$ cat src/rtl/i2c_stat_pkg.sv
package i2c_stat_pkg;
  typedef struct packed {
    logic berr;
    logic stop;
    logic lrb;
    logic addr;
    logic bc;
  } stat_t;
endpackage

$ cat src/rtl/i2c_line_filter.sv
module i2c_line_filter #(
  parameter int   SYNC_STAGES = 2,
  parameter int   FILT_LEN    = 1,
  parameter logic RST_VAL     = 1'b1
) (
  input  logic clk,
  input  logic rst,
  input  logic din,
  output logic dout
);
  logic [SYNC_STAGES-1:0] sync_q;
  logic [FILT_LEN-1:0]    hist_q;
  logic                   lvl_q;
  logic                   synced;
  logic                   stable;

  assign synced = sync_q[SYNC_STAGES-1];
  assign stable = (hist_q == {FILT_LEN{synced}});

  always_ff @(posedge clk) begin
    if (rst) begin
      sync_q <= {SYNC_STAGES{RST_VAL}};
      lvl_q  <= RST_VAL;
    end else begin
      sync_q <= {sync_q[SYNC_STAGES-2:0], din};
      if (stable) lvl_q <= synced;
    end
  end

  generate
    if (FILT_LEN == 1) begin : g_hist_one
      always_ff @(posedge clk) begin
        if (rst) hist_q <= {FILT_LEN{RST_VAL}};
        else     hist_q <= synced;
      end
    end else begin : g_hist_many
      always_ff @(posedge clk) begin
        if (rst) hist_q <= {FILT_LEN{RST_VAL}};
        else     hist_q <= {hist_q[FILT_LEN-2:0], synced};
      end
    end
  endgenerate

  assign dout = lvl_q;
endmodule

$ cat src/rtl/i2c_cond_detect.sv
module i2c_cond_detect (
  input  logic clk,
  input  logic rst,
  input  logic scl_f,
  input  logic sda_f,
  output logic scl_rise,
  output logic start_q,
  output logic stop_q
);
  logic scl_p, sda_p;
  logic start_c, stop_c;

  assign scl_rise = scl_f & ~scl_p;
  assign start_c  = scl_f & scl_p & sda_p & ~sda_f;
  assign stop_c   = scl_f & scl_p & ~sda_p & sda_f;

  always_ff @(posedge clk) begin
    if (rst) begin
      scl_p   <= 1'b1;
      sda_p   <= 1'b1;
      start_q <= 1'b0;
      stop_q  <= 1'b0;
    end else begin
      scl_p   <= scl_f;
      sda_p   <= sda_f;
      start_q <= start_c;
      stop_q  <= stop_c;
    end
  end
endmodule

$ cat src/rtl/i2c_bit_tracker.sv
module i2c_bit_tracker #(
  parameter int BYTE_BITS = 8
) (
  input  logic clk,
  input  logic rst,
  input  logic scl_rise,
  input  logic start_q,
  input  logic stop_q,
  input  logic tx_mode,
  input  logic sda_f,
  output logic set_bc,
  output logic set_addr,
  output logic set_lrb,
  output logic lrb_bit,
  output logic set_stop,
  output logic set_berr
);
  localparam int CNT_W = $clog2(BYTE_BITS + 2);
  localparam logic [CNT_W-1:0] PT_DATA = CNT_W'(BYTE_BITS);
  localparam logic [CNT_W-1:0] PT_ACK  = CNT_W'(BYTE_BITS + 1);
  localparam logic [CNT_W-1:0] PT_MID  = CNT_W'(2);

  logic [CNT_W-1:0] cnt_q, cnt_nx, bc_pt;
  logic             addr_pend_q, active_q;
  logic             rise_act;

  assign cnt_nx   = cnt_q + 1'b1;
  assign rise_act = active_q & scl_rise;
  assign bc_pt    = (addr_pend_q || !tx_mode) ? PT_DATA : PT_ACK;

  assign set_bc   = rise_act & (cnt_nx == bc_pt);
  assign set_addr = set_bc & addr_pend_q;
  assign set_lrb  = rise_act & (cnt_nx == PT_ACK) & tx_mode & ~addr_pend_q;
  assign lrb_bit  = sda_f;
  assign set_stop = stop_q;
  assign set_berr = (start_q | stop_q) & active_q & (cnt_q >= PT_MID);

  always_ff @(posedge clk) begin
    if (rst) begin
      cnt_q       <= '0;
      addr_pend_q <= 1'b0;
      active_q    <= 1'b0;
    end else if (start_q) begin
      cnt_q       <= '0;
      addr_pend_q <= 1'b1;
      active_q    <= 1'b1;
    end else if (stop_q) begin
      cnt_q       <= '0;
      addr_pend_q <= 1'b0;
      active_q    <= 1'b0;
    end else if (rise_act) begin
      if (cnt_nx == PT_ACK) begin
        cnt_q       <= '0;
        addr_pend_q <= 1'b0;
      end else begin
        cnt_q <= cnt_nx;
      end
    end
  end
endmodule

$ cat src/rtl/i2c_stat_gen.sv
module i2c_stat_gen
  import i2c_stat_pkg::*;
#(
  parameter int SYNC_STAGES = 2,
  parameter int FILT_LEN    = 1,
  parameter int BYTE_BITS   = 8
) (
  input  logic clk,
  input  logic rst,
  input  logic scl_i,
  input  logic sda_i,
  input  logic tx_mode_i,
  input  logic clr_i,
  output logic st_bc_o,
  output logic st_addr_o,
  output logic st_lrb_o,
  output logic st_stop_o,
  output logic st_berr_o,
  output logic lrb_val_o,
  output logic irq_o
);
  logic  scl_flt, sda_flt;
  logic  scl_rise, start_q, stop_q;
  logic  set_bc, set_addr, set_lrb, lrb_bit, set_stop, set_berr;
  stat_t stat_q, stat_nx;
  logic  lrb_val_q, irq_q;

  i2c_line_filter #(.SYNC_STAGES(SYNC_STAGES), .FILT_LEN(FILT_LEN), .RST_VAL(1'b1)) u_scl_flt (
    .clk(clk), .rst(rst), .din(scl_i), .dout(scl_flt)
  );

  i2c_line_filter #(.SYNC_STAGES(SYNC_STAGES), .FILT_LEN(FILT_LEN), .RST_VAL(1'b1)) u_sda_flt (
    .clk(clk), .rst(rst), .din(sda_i), .dout(sda_flt)
  );

  i2c_cond_detect u_det (
    .clk(clk), .rst(rst), .scl_f(scl_flt), .sda_f(sda_flt),
    .scl_rise(scl_rise), .start_q(start_q), .stop_q(stop_q)
  );

  i2c_bit_tracker #(.BYTE_BITS(BYTE_BITS)) u_trk (
    .clk(clk), .rst(rst), .scl_rise(scl_rise), .start_q(start_q), .stop_q(stop_q),
    .tx_mode(tx_mode_i), .sda_f(sda_flt),
    .set_bc(set_bc), .set_addr(set_addr), .set_lrb(set_lrb), .lrb_bit(lrb_bit),
    .set_stop(set_stop), .set_berr(set_berr)
  );

  always_comb begin
    stat_nx = clr_i ? '0 : stat_q;
    if (set_bc)   stat_nx.bc   = 1'b1;
    if (set_addr) stat_nx.addr = 1'b1;
    if (set_lrb)  stat_nx.lrb  = 1'b1;
    if (set_stop) stat_nx.stop = 1'b1;
    if (set_berr) stat_nx.berr = 1'b1;
  end

  always_ff @(posedge clk) begin
    if (rst) begin
      stat_q    <= '0;
      lrb_val_q <= 1'b0;
      irq_q     <= 1'b0;
    end else begin
      stat_q <= stat_nx;
      irq_q  <= |stat_nx;
      if (set_lrb) lrb_val_q <= lrb_bit;
    end
  end

  assign st_bc_o   = stat_q.bc;
  assign st_addr_o = stat_q.addr;
  assign st_lrb_o  = stat_q.lrb;
  assign st_stop_o = stat_q.stop;
  assign st_berr_o = stat_q.berr;
  assign lrb_val_o = lrb_val_q;
  assign irq_o     = irq_q;
endmodule

$ cat config.mk
export PLATFORM = sky130hd
export DESIGN_NAME = i2c_stat_gen
export DESIGN_NICKNAME = d
export VERILOG_FILES = /design/src/rtl/i2c_stat_pkg.sv /design/src/rtl/i2c_line_filter.sv /design/src/rtl/i2c_cond_detect.sv /design/src/rtl/i2c_bit_tracker.sv /design/src/rtl/i2c_stat_gen.sv
export SDC_FILE = /design/constraint.sdc
export NUM_CORES = 1
export LEC_CHECK = 0
export BUFFER_PORTS_ARGS = -buffer_cell sky130_fd_sc_hd__buf_4
export CAP_MARGIN = 0
export CORE_MARGIN = 2
export CORE_UTILIZATION = 54
export DETAILED_ROUTE_END_ITERATION = 7
export PLACE_DENSITY = 0.75
export SLEW_MARGIN = 30
export SYNTH_ARGS = -nofsm -noshare
export SYNTH_HDL_FRONTEND = slang
export SYNTH_SLANG_ARGS = --single-unit
$ cat constraint.sdc
create_clock -name clk -period 2.3 [get_ports clk]
set_clock_uncertainty 0.1 [all_clocks]
set_input_delay 0.46 -clock clk [delete_from_list [all_inputs] [get_ports clk]]
set_output_delay 0.46 -clock clk [all_outputs]
set_load 0.05 [all_outputs]
==> metrics.txt, run 1 <==
# TYPE chip_impl_metric gauge
chip_impl_metric{name="net-switching-power",unit="mW"} 0.143
chip_impl_info{name="unrepaired_setup_endpoints_after_global_routing",value="false"} 1
chip_impl_metric{name="vias_per_cell",unit=""} 5.33
chip_impl_metric{name="buffers_and_inverters_on_the_worst_path",unit=""} 1
chip_impl_metric{name="rrSetupSlack",unit="ns"} 0.46
chip_impl_metric{name="antenna_found_initial",unit=""} 0
chip_impl_metric{name="yosysTopAreaCellShare",unit="%"} 49.6
chip_impl_metric{name="overflow",unit=""} 0
chip_impl_metric{name="detailed_place_hpwl",unit="mm"} 1.36
chip_impl_info{name="tritoncts",value="built"} 1
chip_impl_info{name="worst_path_max_delay_cell",value="sky130_fd_sc_hd__dfxtp_1"} 1
chip_impl_metric{name="syn-instance-count",unit=""} 107
chip_impl_metric{name="worst-endpoint-arrival",unit="ns"} 2.00
chip_impl_metric{name="post_cts_resize_count",unit=""} 0
chip_impl_metric{name="power-per-cell-area",unit="nW/um^2"} 574
chip_impl_metric{name="drt_iter0_drc",unit=""} 12
chip_impl_metric{name="total_nets_final",unit=""} 130
chip_impl_metric{name="tritoncts.num_buffers",unit=""} 3
chip_impl_metric{name="design_area",unit="um^2"} 1150
chip_impl_metric{name="synth.avg_cell_area",unit="um^2"} 9.42
chip_impl_metric{name="final.setup.tns",unit="ns"} 0
chip_impl_info{name="worstSetupPathType",value="register to register"} 1
chip_impl_metric{name="layout_overhead_on_the_synthesized_area",unit="%"} 13.8
chip_impl_metric{name="vias",unit=""} 773
chip_impl_metric{name="combPwrFrac",unit="%"} 3.3
chip_impl_info{name="synth_area_leaders",value="sky130_fd_sc_hd__dfxtp_1 (50%), sky130_fd_sc_hd__a21oi_1 (5.0%), sky130_fd_sc_hd__or2_2 (5.0%), sky130_fd_sc_hd__ha_1 (3.7%), sky130_fd_sc_hd__nor2_1 (3.7%)"} 1
chip_impl_metric{name="routabilityCongestion",unit=""} 0.871
chip_impl_metric{name="sequential_cell_area_in_the_final_layout",unit="um^2"} 500
chip_impl_metric{name="syn-cell-area",unit="um^2"} 1010
chip_impl_metric{name="finalSetupViolCount",unit=""} 0
chip_impl_metric{name="cts_sinks",unit=""} 25
chip_impl_metric{name="grt_pass1_vias",unit=""} 676
chip_impl_metric{name="final_antenna_net_count",unit=""} 0
chip_impl_metric{name="tightest_slew",unit="ns"} 0.325
chip_impl_metric{name="power_frac_seq",unit="%"} 66.7
chip_impl_metric{name="timing.critical_path.slowest_cell_delay",unit="ns"} 0.49
chip_impl_metric{name="internal_power",unit="mW"} 0.515
chip_impl_metric{name="post-place-cells",unit=""} 141
chip_impl_info{name="result_of_the_run",value="finished, final reports clean"} 1
chip_impl_metric{name="number_of_hold_violations_in_the_final_report",unit=""} 0
chip_impl_metric{name="rows",unit=""} 15
chip_impl_metric{name="dpl-instance-area",unit="um^2"} 1120
chip_impl_metric{name="post_cts_hold_buffer_count",unit=""} 0
chip_impl_metric{name="pwr-share-clk",unit="%"} 29.9
chip_impl_metric{name="grt_start_max_net_pins",unit=""} 24
chip_impl_metric{name="r2r_cells",unit=""} 6
chip_impl_info{name="r2r-end",value="lrb_val_o"} 1
chip_impl_metric{name="synth-warning-count",unit=""} 0
chip_impl_metric{name="synth.lib_cells_used.distinct",unit=""} 35
chip_impl_metric{name="grt_pass1_wl",unit="mm"} 2.81
chip_impl_metric{name="worstPathMaxFanout",unit=""} 7
chip_impl_metric{name="fillers",unit=""} 151
chip_impl_metric{name="whs_path_depth",unit=""} 2
chip_impl_metric{name="gr-usage-all-layers",unit="%"} 18.2
chip_impl_metric{name="synth_sequential_area_ratio",unit="%"} 49.6
chip_impl_metric{name="critPathRequiredTime",unit="ns"} 2.47
chip_impl_info{name="worst_hold_startpoint",value="sda_i"} 1
chip_impl_metric{name="wl_per_cell",unit="um"} 12.3
chip_impl_metric{name="final_max_slew_viol_count",unit=""} 0
chip_impl_metric{name="fmax",unit="GHz"} 0.544
chip_impl_metric{name="die_w",unit="um"} 47.2
chip_impl_metric{name="synth.net_count",unit=""} 116
chip_impl_metric{name="number_of_flops_mapped_to_enable_cells_by_yosys",unit=""} 0
chip_impl_metric{name="start_util",unit="%"} 57.8
chip_impl_metric{name="die_h",unit="um"} 47.2
chip_impl_info{name="synth_common_cells",value="sky130_fd_sc_hd__dfxtp_1 (25), sky130_fd_sc_hd__a21oi_1 (10), sky130_fd_sc_hd__nor2_1 (10), sky130_fd_sc_hd__or2_2 (8), sky130_fd_sc_hd__inv_1 (7)"} 1
chip_impl_info{name="min-delay-path-class",value="input pin to register"} 1
chip_impl_metric{name="wirelength_met1",unit="um"} 822
chip_impl_info{name="main_flop_type_after_synthesis",value="sky130_fd_sc_hd__dfxtp_1"} 1
chip_impl_info{name="min_to",value="u_sda_flt.sync_q[0]"} 1
chip_impl_metric{name="drt_pass1_iterations",unit=""} 4
chip_impl_metric{name="wl_met3",unit="um"} 49
chip_impl_metric{name="ir_drop",unit="mV"} 0.508
chip_impl_info{name="cp-end-kind",value="register"} 1
chip_impl_metric{name="timing.max_cap.violations",unit=""} 0
chip_impl_metric{name="cts_post_setup_buffers_inserted",unit=""} 0
chip_impl_metric{name="number_of_gates_on_the_worst_path_with_buffers_counted",unit=""} 6
chip_impl_metric{name="number_of_remaining_drc_errors",unit=""} 0
chip_impl_metric{name="dieArea",unit="um^2"} 2230
chip_impl_info{name="crit_chain",value="inv_1 > ha_1 > nor4bb_1 > and3_1 > or3b_1 > a21oi_1"} 1
chip_impl_info{name="startpoint_type",value="register"} 1
chip_impl_metric{name="htree_num_levels",unit=""} 1
chip_impl_info{name="post-synth-top-count-cell",value="sky130_fd_sc_hd__dfxtp_1"} 1
chip_impl_metric{name="power.switching_fraction",unit="%"} 21.8
chip_impl_info{name="yosys.area.top_type",value="sky130_fd_sc_hd__dfxtp_1"} 1
chip_impl_metric{name="fin_total_pwr",unit="mW"} 0.659
chip_impl_metric{name="ys_async_sr_fraction",unit="%"} 0
chip_impl_metric{name="ys_ff_latch",unit=""} 25
chip_impl_metric{name="standby_leakage_power",unit="nW"} 0.461
chip_impl_metric{name="layoutNonFillerInstCount",unit=""} 145
chip_impl_metric{name="clk_transition_reported_paths",unit="ns"} 0.14
chip_impl_metric{name="holdWs",unit="ns"} 0.216
chip_impl_metric{name="drt-total-wl",unit="mm"} 1.78
chip_impl_metric{name="design.core.area",unit="um^2"} 1750
chip_impl_metric{name="met2RoutedLength",unit="um"} 868
chip_impl_metric{name="port_buffers",unit=""} 12
chip_impl_metric{name="multi_input_comb_area",unit="um^2"} 469
chip_impl_metric{name="post-route-period-util",unit="%"} 79.9
chip_impl_metric{name="io_pins",unit=""} 13
chip_impl_metric{name="timing.final.crit_period",unit="ns"} 1.84
chip_impl_info{name="root_buffer_master",value="sky130_fd_sc_hd__clkbuf_4"} 1
chip_impl_metric{name="clock_tree.buffer_depth",unit=""} 2
chip_impl_metric{name="n_antenna_cell",unit=""} 0
chip_impl_metric{name="slew_headroom",unit="%"} 78.3
chip_impl_metric{name="drive_gt1_share",unit="%"} 20.8
chip_impl_info{name="dr.max_layer_used",value="met4"} 1
chip_impl_metric{name="worstSkewPairLatency",unit="ns"} 0.32
chip_impl_info{name="worst_path_top_cell_family_by_delay",value="simple AND/OR/NAND/NOR gates"} 1
chip_impl_info{name="r2r-start",value="u_trk.cnt_q[0]"} 1
[metal layers]
layer	vias to the layer above	global-route usage, %
met2	15	30.4
li1	399	-
met1	355	22.1
met5	-	0
met3	4	2.69
met4	0	11.1
[worst max path at each step]
stage / start / to / slack [ns]
final: u_trk.cnt_q[0] / lrb_val_o / 0.46
after global routing: u_trk.cnt_q[0] / lrb_val_o / 0.37
after CTS: u_trk.cnt_q[0] / lrb_val_o / 0.45
after detailed placement: u_trk.cnt_q[0] / lrb_val_o / 0.48
after global placement: u_trk.cnt_q[0] / lrb_val_o / 0.58
after floorplan: u_trk.cnt_q[0] / lrb_val_o / 0.62
[stage by stage]
stage          setup slack [ns]  utilization [%]
3_3_place_gp              0.579             64.0
4_1_cts                   0.452             65.7
6_report                  0.462             65.7
5_1_grt                   0.369             65.7
3_5_place_dp              0.479             64.0
2_1_floorplan             0.619                -
[cell usage in the layout (no fill, tap or decap), types with 2 or more instances in the layout]
cell                       netlist  routed
sky130_fd_sc_hd__nor3_1          5       5
sky130_fd_sc_hd__clkbuf_4        0       3
sky130_fd_sc_hd__nor2_1         10      10
sky130_fd_sc_hd__a21oi_1        10      10
sky130_fd_sc_hd__xnor2_1         2       2
sky130_fd_sc_hd__o21ai_0         2       2
sky130_fd_sc_hd__or2_2           8       8
sky130_fd_sc_hd__dfxtp_1        25      25
sky130_fd_sc_hd__inv_1           7       7
sky130_fd_sc_hd__nand2_1         6       6
sky130_fd_sc_hd__nand3b_1        2       2
sky130_fd_sc_hd__o21bai_1        2       2
sky130_fd_sc_hd__buf_4           0      12
sky130_fd_sc_hd__and3b_1         2       2
sky130_fd_sc_hd__xor2_1          2       2
sky130_fd_sc_hd__ha_1            3       3
[cell families (layout without fill, tap and decap cells)]
family,Yosys count,after routing,synth area share [%]
AO/OA/AOI/OAI,22,22,15.3
XOR/XNOR,4,4,3.47
adder cells (fa/ha/maj),3,3,3.72
buffers and inverters,10,23,3.85
flip-flops,25,25,49.6
AND/OR/NAND/NOR,43,43,24.1
[cell type report]
class	count	area share [%]
Sequential cell	25	43.6
Multi-Input combinational cell	72	40.9
Timing Repair Buffer	12	7.85
Tap cell	25	2.73
Inverter	7	2.29
Clock buffer	3	1.96
Clock inverter	1	0.654
[power groups by stage]
stage | combinational (mW) | clock [mW] | sequential (mW)
after floorplan | 0.0123 | 0 | 0.449
after global placement | 0.0214 | 0 | 0.449
after detailed placement | 0.0219 | 0 | 0.449
after CTS | 0.0220 | 0.204 | 0.440
after global routing | 0.0243 | 0.216 | 0.440
final | 0.0219 | 0.197 | 0.440
[state kept, by name, summed over array words and instances, names as in the netlist]
name / flops
st_berr_o: 1
u_sda_flt.hist_q: 1
u_scl_flt.sync_q: 2
u_trk.active_q: 1
u_det.stop_q: 1
u_trk.cnt_q: 4
u_det.sda_p: 1
irq_o: 1
st_bc_o: 1
st_addr_o: 1
st_lrb_o: 1
u_sda_flt.dout: 1
u_scl_flt.hist_q: 1
u_trk.addr_pend_q: 1
lrb_val_o: 1
st_stop_o: 1
u_scl_flt.dout: 1
u_sda_flt.sync_q: 2
u_det.scl_p: 1
u_det.start_q: 1
No activity file was read; power rests on OpenSTA's default activity.
==> run 2: changes to the inputs <==
==> constraint.sdc (replaced) <==
create_clock -name clk -period 1.7 [get_ports clk]
set_clock_uncertainty 0.1 [all_clocks]
set_input_delay 0.34 -clock clk [delete_from_list [all_inputs] [get_ports clk]]
set_output_delay 0.34 -clock clk [all_outputs]
set_load 0.05 [all_outputs]
==> run 2 against run 1 <==
  * Sequential cell count unchanged
  * Via count grew 2.7%
  * Cell count up 1.4%
  * Maximum frequency rose by 12%
  * Clock power up 31%
  * Cell area grew 2.3%
  * Critical endpoint is now irq_o
  * Largest cell class unchanged
  * Largest power group unchanged
  * Highest routed layer unchanged
==> metrics.txt, run 2 (synthesized netlist as in run 1, its figures left out) <==
# TYPE chip_impl_metric gauge
chip_impl_metric{name="overflow",unit=""} 0
chip_impl_info{name="startpoint_type",value="register"} 1
chip_impl_metric{name="fillers",unit=""} 163
chip_impl_metric{name="gr-usage-all-layers",unit="%"} 18.0
chip_impl_metric{name="rrSetupSlack",unit="ns"} 0.06
chip_impl_metric{name="worst-endpoint-arrival",unit="ns"} 1.80
chip_impl_metric{name="ir_drop",unit="mV"} 0.679
chip_impl_metric{name="whs_path_depth",unit=""} 2
chip_impl_info{name="layout_commonest_cell",value="sky130_fd_sc_hd__dfxtp_1"} 1
chip_impl_metric{name="cts_sinks",unit=""} 25
chip_impl_info{name="worstSetupPathType",value="register to register"} 1
chip_impl_info{name="tritoncts",value="built"} 1
chip_impl_info{name="crit_chain",value="ha_1 > o211ai_1 > a2111o_1 > a41oi_2"} 1
chip_impl_metric{name="internal_power",unit="mW"} 0.694
chip_impl_metric{name="post-place-cells",unit=""} 142
chip_impl_metric{name="drive_gt1_share",unit="%"} 25.4
chip_impl_info{name="min-delay-path-class",value="input pin to register"} 1
chip_impl_info{name="worst_path_max_delay_cell",value="sky130_fd_sc_hd__a2111o_1"} 1
chip_impl_metric{name="combPwrFrac",unit="%"} 3.3
chip_impl_metric{name="timing.max_cap.violations",unit=""} 0
chip_impl_info{name="root_buffer_master",value="sky130_fd_sc_hd__clkbuf_4"} 1
chip_impl_metric{name="pwr-share-clk",unit="%"} 29.5
chip_impl_info{name="max_flop_register",value="u_trk.cnt_q"} 1
chip_impl_metric{name="drt_pass1_iterations",unit=""} 4
chip_impl_metric{name="vias_per_cell",unit=""} 5.40
chip_impl_metric{name="number_of_remaining_drc_errors",unit=""} 0
chip_impl_metric{name="vias",unit=""} 794
chip_impl_metric{name="die_w",unit="um"} 47.2
chip_impl_metric{name="final_antenna_net_count",unit=""} 0
chip_impl_metric{name="total_nets_final",unit=""} 132
chip_impl_metric{name="power.switching_fraction",unit="%"} 21.2
chip_impl_metric{name="routabilityCongestion",unit=""} 0.888
chip_impl_metric{name="fmax",unit="GHz"} 0.609
chip_impl_info{name="unrepaired_setup_endpoints_after_global_routing",value="true"} 1
chip_impl_metric{name="rows",unit=""} 15
chip_impl_metric{name="grt_pass1_wl",unit="mm"} 2.78
chip_impl_metric{name="detailed_place_hpwl",unit="mm"} 1.33
chip_impl_metric{name="net-switching-power",unit="mW"} 0.186
chip_impl_metric{name="timing.final.crit_period",unit="ns"} 1.64
chip_impl_metric{name="final_critical_path_setup_slack",unit="ns"} 0.0575
chip_impl_metric{name="port_buffers",unit=""} 12
chip_impl_metric{name="start_util",unit="%"} 57.8
chip_impl_info{name="min_to",value="u_sda_flt.sync_q[0]"} 1
chip_impl_metric{name="drt-total-wl",unit="mm"} 1.86
chip_impl_metric{name="layout_overhead_on_the_synthesized_area",unit="%"} 16.4
chip_impl_metric{name="htree_num_levels",unit=""} 1
chip_impl_info{name="most-common-layout-cells",value="sky130_fd_sc_hd__dfxtp_1 (22), sky130_fd_sc_hd__buf_4 (14), sky130_fd_sc_hd__a21oi_1 (10), sky130_fd_sc_hd__nor2_1 (10), sky130_fd_sc_hd__or2_2 (8)"} 1
chip_impl_metric{name="post_cts_hold_buffer_count",unit=""} 0
chip_impl_metric{name="standby_leakage_power",unit="nW"} 0.473
chip_impl_info{name="top_regs",value="u_trk.cnt_q x4, u_scl_flt.sync_q x2, u_sda_flt.sync_q x2"} 1
chip_impl_metric{name="dieArea",unit="um^2"} 2230
chip_impl_metric{name="grt_start_max_net_pins",unit=""} 24
chip_impl_info{name="r2r-end",value="irq_o"} 1
chip_impl_metric{name="number_of_hold_violations_in_the_final_report",unit=""} 0
chip_impl_metric{name="number_of_flip_flops_under_the_largest_register_name",unit=""} 4
chip_impl_metric{name="r2r_cells",unit=""} 4
chip_impl_metric{name="worstSkewPairLatency",unit="ns"} 0.31
chip_impl_metric{name="sequential_cell_area_in_the_final_layout",unit="um^2"} 509
chip_impl_metric{name="power_frac_seq",unit="%"} 67.2
chip_impl_metric{name="fin_total_pwr",unit="mW"} 0.880
chip_impl_metric{name="buffers_and_inverters_on_the_worst_path",unit=""} 0
chip_impl_metric{name="io_pins",unit=""} 13
chip_impl_info{name="result_of_the_run",value="finished, final reports clean"} 1
chip_impl_metric{name="clk_transition_reported_paths",unit="ns"} 0.14
chip_impl_metric{name="antenna_found_initial",unit=""} 0
chip_impl_metric{name="slew_headroom",unit="%"} 78.3
chip_impl_metric{name="clock_tree.buffer_depth",unit=""} 2
chip_impl_metric{name="layoutNonFillerInstCount",unit=""} 147
chip_impl_metric{name="design.core.area",unit="um^2"} 1750
chip_impl_metric{name="final_max_slew_viol_count",unit=""} 0
chip_impl_metric{name="tritoncts.num_buffers",unit=""} 3
chip_impl_metric{name="finalSetupViolCount",unit=""} 0
chip_impl_metric{name="place_worst_setup_slack",unit="ns"} -0.0283
chip_impl_info{name="r2r-start",value="u_trk.cnt_q[1]"} 1
chip_impl_metric{name="critPathRequiredTime",unit="ns"} 1.85
chip_impl_info{name="worst_path_top_cell_family_by_delay",value="compound AO/OA/AOI/OAI gates"} 1
chip_impl_metric{name="tightest_slew",unit="ns"} 0.322
chip_impl_metric{name="multi_input_comb_area",unit="um^2"} 472
chip_impl_metric{name="die_h",unit="um"} 47.2
chip_impl_info{name="cp-end-kind",value="register"} 1
chip_impl_metric{name="n_antenna_cell",unit=""} 0
chip_impl_info{name="worst_hold_startpoint",value="sda_i"} 1
chip_impl_metric{name="grt_pass1_vias",unit=""} 681
chip_impl_metric{name="worstPathMaxFanout",unit=""} 7
chip_impl_metric{name="wl_per_cell",unit="um"} 12.7
chip_impl_metric{name="power-per-cell-area",unit="nW/um^2"} 750
chip_impl_metric{name="drt_iter0_drc",unit=""} 8
chip_impl_metric{name="post-route-period-util",unit="%"} 96.6
chip_impl_metric{name="timing.critical_path.slowest_cell_delay",unit="ns"} 0.50
run 2: power groups by stage:
| stage | Combinational, mW | Sequential [mW] | Clock [mW] |
|---|---|---|---|
| floorplan | 0.0166 | 0.607 | 0 |
| global route | 0.0329 | 0.592 | 0.287 |
| CTS | 0.0293 | 0.595 | 0.272 |
| global placement | 0.0287 | 0.607 | 0 |
| finish | 0.0294 | 0.591 | 0.259 |
| detailed placement | 0.0292 | 0.608 | 0 |
run 2: area by class of cell:
type / instances / share of cell area [%]
Clock inverter: 1 / 0.640
Tap cell: 25 / 2.67
Multi-Input combinational cell: 72 / 40.2
Inverter: 7 / 2.24
Clock buffer: 3 / 1.92
Timing Repair Buffer: 14 / 8.96
Sequential cell: 25 / 43.4
run 2: per-stage QoR:
step                      setup TNS, ns  hold WS (ns)  cell area (um^2)  util (%)
after floorplan                       0         0.289              1010         -
after global placement                0         0.300              1120      64.4
after detailed placement        -0.0537         0.300              1120      64.4
after CTS                             0        0.0926              1160      66.3
after global routing            -0.0116        0.0900              1170      67.2
final                                 0         0.103              1170      67.2
run 2: routing by layer:
layer,up-vias,GRT usage [%],wire (um)
li1,403,-,-
met1,376,21.2,855
met2,11,32.3,943
met3,4,2.31,42
met4,0,8.33,23
met5,-,0,0
run 2: what timing repair did:
item | in CTS | in global routing
gates resized for setup | 2 | 4
setup endpoints to repair | 3 | 3
pin swaps | 0 | 1
setup buffers | 0 | 1
run 2: worst max-delay path by stage:
stage                   startpoint         to  slack, ns  depth (start not counted)
finish              u_trk.cnt_q[1]      irq_o       0.06                          4
global route        u_trk.cnt_q[0]   st_lrb_o      -0.01                          6
CTS                 u_trk.cnt_q[1]  lrb_val_o       0.02                          6
detailed placement  u_trk.cnt_q[1]  lrb_val_o      -0.03                          6
global placement    u_trk.cnt_q[1]      irq_o       0.03                          4
floorplan           u_trk.cnt_q[0]  lrb_val_o       0.02                          6
run 2: worst register-to-register path: cells and delay by family (launching register included):
kind	cells	cell delay [ns]
fa+ha+maj	1	0.25
flops	1	0.40
compound gates	3	0.84
==> run 3: changes to the inputs <==
--- a/config.mk
+++ b/config.mk
@@ -14,4 +14,5 @@
 export SLEW_MARGIN = 30
 export SYNTH_ARGS = -nofsm -noshare
 export SYNTH_HDL_FRONTEND = slang
+export SYNTH_HIERARCHICAL = 1
 export SYNTH_SLANG_ARGS = --single-unit
==> run 3 against run 2 <==
  * Via count up 2.9%
  * Routed wire length increased by 2.5%
  * Register-to-register slack hardly changed
  * Worst setup slack worse by 0.0052 ns
  * Maximum frequency is 0.32% lower
  * Cell count is 3.4% higher
  * First-iteration DRC count grew 100%
  * Highest routed layer unchanged
  * Clock power rose by 2%
  * Critical endpoint unchanged
  * Worst hold slack worse by 0.013 ns
  * Largest cell class is now multi-input gates
  * Non-clock buffer count up 4
  * Critical path type unchanged
  * Global-route usage increased by 2.2 points
==> metrics.txt, run 3 <==
# TYPE chip_impl_metric gauge
chip_impl_info{name="startpoint_type",value="register"} 1
chip_impl_info{name="worst_path_max_delay_cell",value="sky130_fd_sc_hd__dfxtp_1"} 1
chip_impl_metric{name="synth.net_count",unit=""} 117
chip_impl_metric{name="grt_pass1_wl",unit="mm"} 3.19
chip_impl_metric{name="rows",unit=""} 15
chip_impl_metric{name="worstSkewPairLatency",unit="ns"} 0.31
chip_impl_metric{name="timing.critical_path.slowest_cell_delay",unit="ns"} 0.34
chip_impl_metric{name="grt_pass1_vias",unit=""} 791
chip_impl_info{name="synth_common_cells",value="sky130_fd_sc_hd__dfxtp_1 (25), sky130_fd_sc_hd__nor2_1 (11), sky130_fd_sc_hd__a21oi_1 (8)"} 1
chip_impl_metric{name="synth_sequential_area_ratio",unit="%"} 48.4
chip_impl_metric{name="ys_ff_latch",unit=""} 25
chip_impl_info{name="crit_path_start",value="u_trk/cnt_q[0]"} 1
chip_impl_metric{name="worst-endpoint-arrival",unit="ns"} 1.79
chip_impl_metric{name="syn-instance-count",unit=""} 108
chip_impl_info{name="r2r-end",value="irq_o"} 1
chip_impl_metric{name="synth-warning-count",unit=""} 6
chip_impl_metric{name="number_of_flops_mapped_to_enable_cells_by_yosys",unit=""} 0
chip_impl_metric{name="post_cts_hold_buffer_count",unit=""} 0
chip_impl_metric{name="grt_start_max_net_pins",unit=""} 25
chip_impl_metric{name="finalSetupViolCount",unit=""} 0
chip_impl_metric{name="standby_leakage_power",unit="nW"} 0.517
chip_impl_metric{name="worstPathMaxFanout",unit=""} 4
chip_impl_metric{name="dieArea",unit="um^2"} 2280
chip_impl_metric{name="drt_pass1_iterations",unit=""} 6
chip_impl_info{name="result_of_the_run",value="finished, final reports clean"} 1
chip_impl_info{name="r2r-start",value="u_trk/cnt_q[0]"} 1
chip_impl_metric{name="holdWs",unit="ns"} 0.0900
chip_impl_metric{name="final_antenna_net_count",unit=""} 0
chip_impl_metric{name="final_critical_path_setup_slack",unit="ns"} 0.0522
chip_impl_metric{name="clk_transition_reported_paths",unit="ns"} 0.14
chip_impl_info{name="tritoncts",value="built"} 1
chip_impl_metric{name="number_of_flip_flops_under_the_largest_register_name",unit=""} 4
chip_impl_metric{name="timing.max_cap.violations",unit=""} 0
chip_impl_metric{name="finish.utilization",unit="%"} 73.4
chip_impl_metric{name="antenna_found_initial",unit=""} 0
chip_impl_info{name="worst_path_top_cell_family_by_delay",value="simple AND/OR/NAND/NOR gates"} 1
chip_impl_metric{name="post-route-period-util",unit="%"} 96.9
chip_impl_metric{name="buffers_and_inverters_on_the_worst_path",unit=""} 0
chip_impl_metric{name="wl_per_cell",unit="um"} 12.6
chip_impl_metric{name="htree_num_levels",unit=""} 1
chip_impl_metric{name="synth.avg_cell_area",unit="um^2"} 9.58
chip_impl_metric{name="drt_iter0_drc",unit=""} 16
chip_impl_metric{name="fmax",unit="GHz"} 0.607
chip_impl_metric{name="vias_per_cell",unit=""} 5.38
chip_impl_info{name="layout_commonest_cell",value="sky130_fd_sc_hd__dfxtp_1"} 1
chip_impl_metric{name="gr-usage-all-layers",unit="%"} 20.3
chip_impl_metric{name="slew_headroom",unit="%"} 76.9
chip_impl_metric{name="routabilityCongestion",unit=""} 0.916
chip_impl_metric{name="detailed_place_hpwl",unit="mm"} 1.32
chip_impl_metric{name="r2r_cells",unit=""} 6
chip_impl_info{name="top_regs",value="u_trk/cnt_q x4, u_scl_flt/sync_q x2, u_sda_flt/sync_q x2"} 1
chip_impl_info{name="root_buffer_master",value="sky130_fd_sc_hd__clkbuf_4"} 1
chip_impl_metric{name="tritoncts.num_buffers",unit=""} 3
chip_impl_metric{name="start_util",unit="%"} 58.7
chip_impl_info{name="max_flop_register",value="u_trk/cnt_q"} 1
chip_impl_metric{name="io_pins",unit=""} 13
chip_impl_metric{name="rrSetupSlack",unit="ns"} 0.05
chip_impl_info{name="cp-end-kind",value="register"} 1
chip_impl_info{name="post-synth-top-count-cell",value="sky130_fd_sc_hd__dfxtp_1"} 1
chip_impl_metric{name="drive_gt1_share",unit="%"} 32.3
chip_impl_info{name="min_to",value="u_sda_flt/sync_q[0]"} 1
chip_impl_info{name="unrepaired_setup_endpoints_after_global_routing",value="true"} 1
chip_impl_metric{name="layout_overhead_on_the_synthesized_area",unit="%"} 25.2
chip_impl_metric{name="fillers",unit=""} 150
chip_impl_metric{name="die_w",unit="um"} 47.8
chip_impl_info{name="synth_area_leaders",value="sky130_fd_sc_hd__dfxtp_1 (48%), sky130_fd_sc_hd__nor2_1 (4.0%), sky130_fd_sc_hd__a21oi_1 (3.9%), sky130_fd_sc_hd__ha_1 (3.6%), sky130_fd_sc_hd__or2_1 (3.6%)"} 1
chip_impl_metric{name="number_of_hold_violations_in_the_final_report",unit=""} 0
chip_impl_metric{name="ir_drop",unit="mV"} 0.592
chip_impl_metric{name="vias",unit=""} 817
chip_impl_metric{name="tightest_slew",unit="ns"} 0.343
chip_impl_info{name="worstSetupPathType",value="register to register"} 1
chip_impl_metric{name="whs_path_depth",unit=""} 2
chip_impl_metric{name="critPathRequiredTime",unit="ns"} 1.84
chip_impl_metric{name="overflow",unit=""} 0
chip_impl_metric{name="clock_tree.buffer_depth",unit=""} 2
chip_impl_metric{name="total_nets_final",unit=""} 137
chip_impl_metric{name="power-per-cell-area",unit="nW/um^2"} 686
chip_impl_metric{name="timing.final.crit_period",unit="ns"} 1.65
chip_impl_info{name="main_flop_type_after_synthesis",value="sky130_fd_sc_hd__dfxtp_1"} 1
chip_impl_metric{name="die_h",unit="um"} 47.8
chip_impl_metric{name="final_max_slew_viol_count",unit=""} 0
chip_impl_info{name="min-delay-path-class",value="input pin to register"} 1
chip_impl_metric{name="cts_sinks",unit=""} 25
chip_impl_metric{name="port_buffers",unit=""} 12
chip_impl_metric{name="drt-total-wl",unit="mm"} 1.91
chip_impl_metric{name="yosysTopAreaCellShare",unit="%"} 48.4
chip_impl_info{name="crit_chain",value="ha_1 > xor2_1 > or2_4 > nor3_4 > nor2_1 > a31oi_1"} 1
chip_impl_info{name="yosys.area.top_type",value="sky130_fd_sc_hd__dfxtp_1"} 1
chip_impl_metric{name="n_antenna_cell",unit=""} 0
chip_impl_info{name="most-common-layout-cells",value="sky130_fd_sc_hd__dfxtp_1 (25), sky130_fd_sc_hd__buf_4 (18), sky130_fd_sc_hd__nor2_1 (11)"} 1
chip_impl_metric{name="synth.lib_cells_used.distinct",unit=""} 34
chip_impl_metric{name="place_worst_setup_slack",unit="ns"} -0.0471
chip_impl_info{name="worst_hold_startpoint",value="sda_i"} 1
chip_impl_metric{name="design.core.area",unit="um^2"} 1760
chip_impl_metric{name="ys_async_sr_fraction",unit="%"} 0
chip_impl_metric{name="syn-cell-area",unit="um^2"} 1030
chip_impl_metric{name="number_of_remaining_drc_errors",unit=""} 0
run 3: changes by cell type after synthesis, sizes merged, moves of 2 or more:
cell	change
a211oi	+4
nand3	+3
a21oi	-2
and3b	-2
mux2i	+2
nand2	-2
nand3b	-2
nor3	+2
nor4	+2
o21bai	-2
run 3: worst register-to-register path: stages (launching register included):
cell,delay (ns)
sky130_fd_sc_hd__dfxtp_1,0.34
sky130_fd_sc_hd__ha_1,0.22
sky130_fd_sc_hd__xor2_1,0.16
sky130_fd_sc_hd__or2_4,0.31
sky130_fd_sc_hd__nor3_4,0.17
sky130_fd_sc_hd__nor2_1,0.09
sky130_fd_sc_hd__a31oi_1,0.19
run 3: what timing repair did:
item | CTS | global route
gates resized for setup | 7 | 5
pin swaps | 5 | 1
endpoints found under the setup margin | 2 | 2
setup buffers | 0 | 0
endpoints found under the hold margin | 0 | 0
run 3: layout make-up:
class	count	area, um^2	area share [%]
Clock buffer	3	22.5	1.74
Clock inverter	1	7.51	0.580
Inverter	6	22.5	1.74
Multi-Input combinational cell	74	576	44.4
Sequential cell	25	500	38.6
Tap cell	25	31.3	2.42
Timing Repair Buffer	18	135	10.4
run 3: layer usage:
layer  vias up  wire length [um]  share of wire, %  global-route usage, %
met3         2                53               2.8                   4.53
met4         0                13              0.68                   8.11
met1       388               866                45                   24.1
met2        14               975                51                   35.2
met5         -                 0                 0                      0
li1        413                 -                 -                      -
run 3: kinds of logic (layout without fill, tap and decap cells):
family,Yosys count,after routing,share of synthesized area [%]
fa+ha+maj,3,3,3.63
compound gates,19,19,12.9
flops,25,25,48.4
xor+xnor,6,6,5.08
buf+inv,9,28,3.99
simple gates,44,44,24.1
mux,2,2,1.93
run 3: worst max path at each step:
| stage | cells past startpoint | end |
|---|---|---|
| after floorplan | 6 | irq_o |
| after global placement | 6 | irq_o |
| after detailed placement | 6 | irq_o |
| after CTS | 6 | irq_o |
| after global routing | 6 | lrb_val_o |
| final | 6 | irq_o |
run 3: power breakdown:
group          total [mW]  switching, mW  internal [mW]  leakage (nW)
Sequential          0.595        0.00289          0.592         0.203
Combinational      0.0308         0.0167         0.0141         0.300
Clock               0.263          0.173         0.0896        0.0139
Total               0.888          0.192          0.696         0.517
run 3: through the flow:
step	instance area [um^2]	power (mW)	TNS (ns)	cells
2_1_floorplan	1040	0.619	0	108
3_3_place_gp	1190	0.637	0	148
3_5_place_dp	1190	0.637	-0.0471	148
4_1_cts	1270	0.900	0	152
5_1_grt	1290	0.925	-0.00766	152
6_report	1290	0.888	0	152
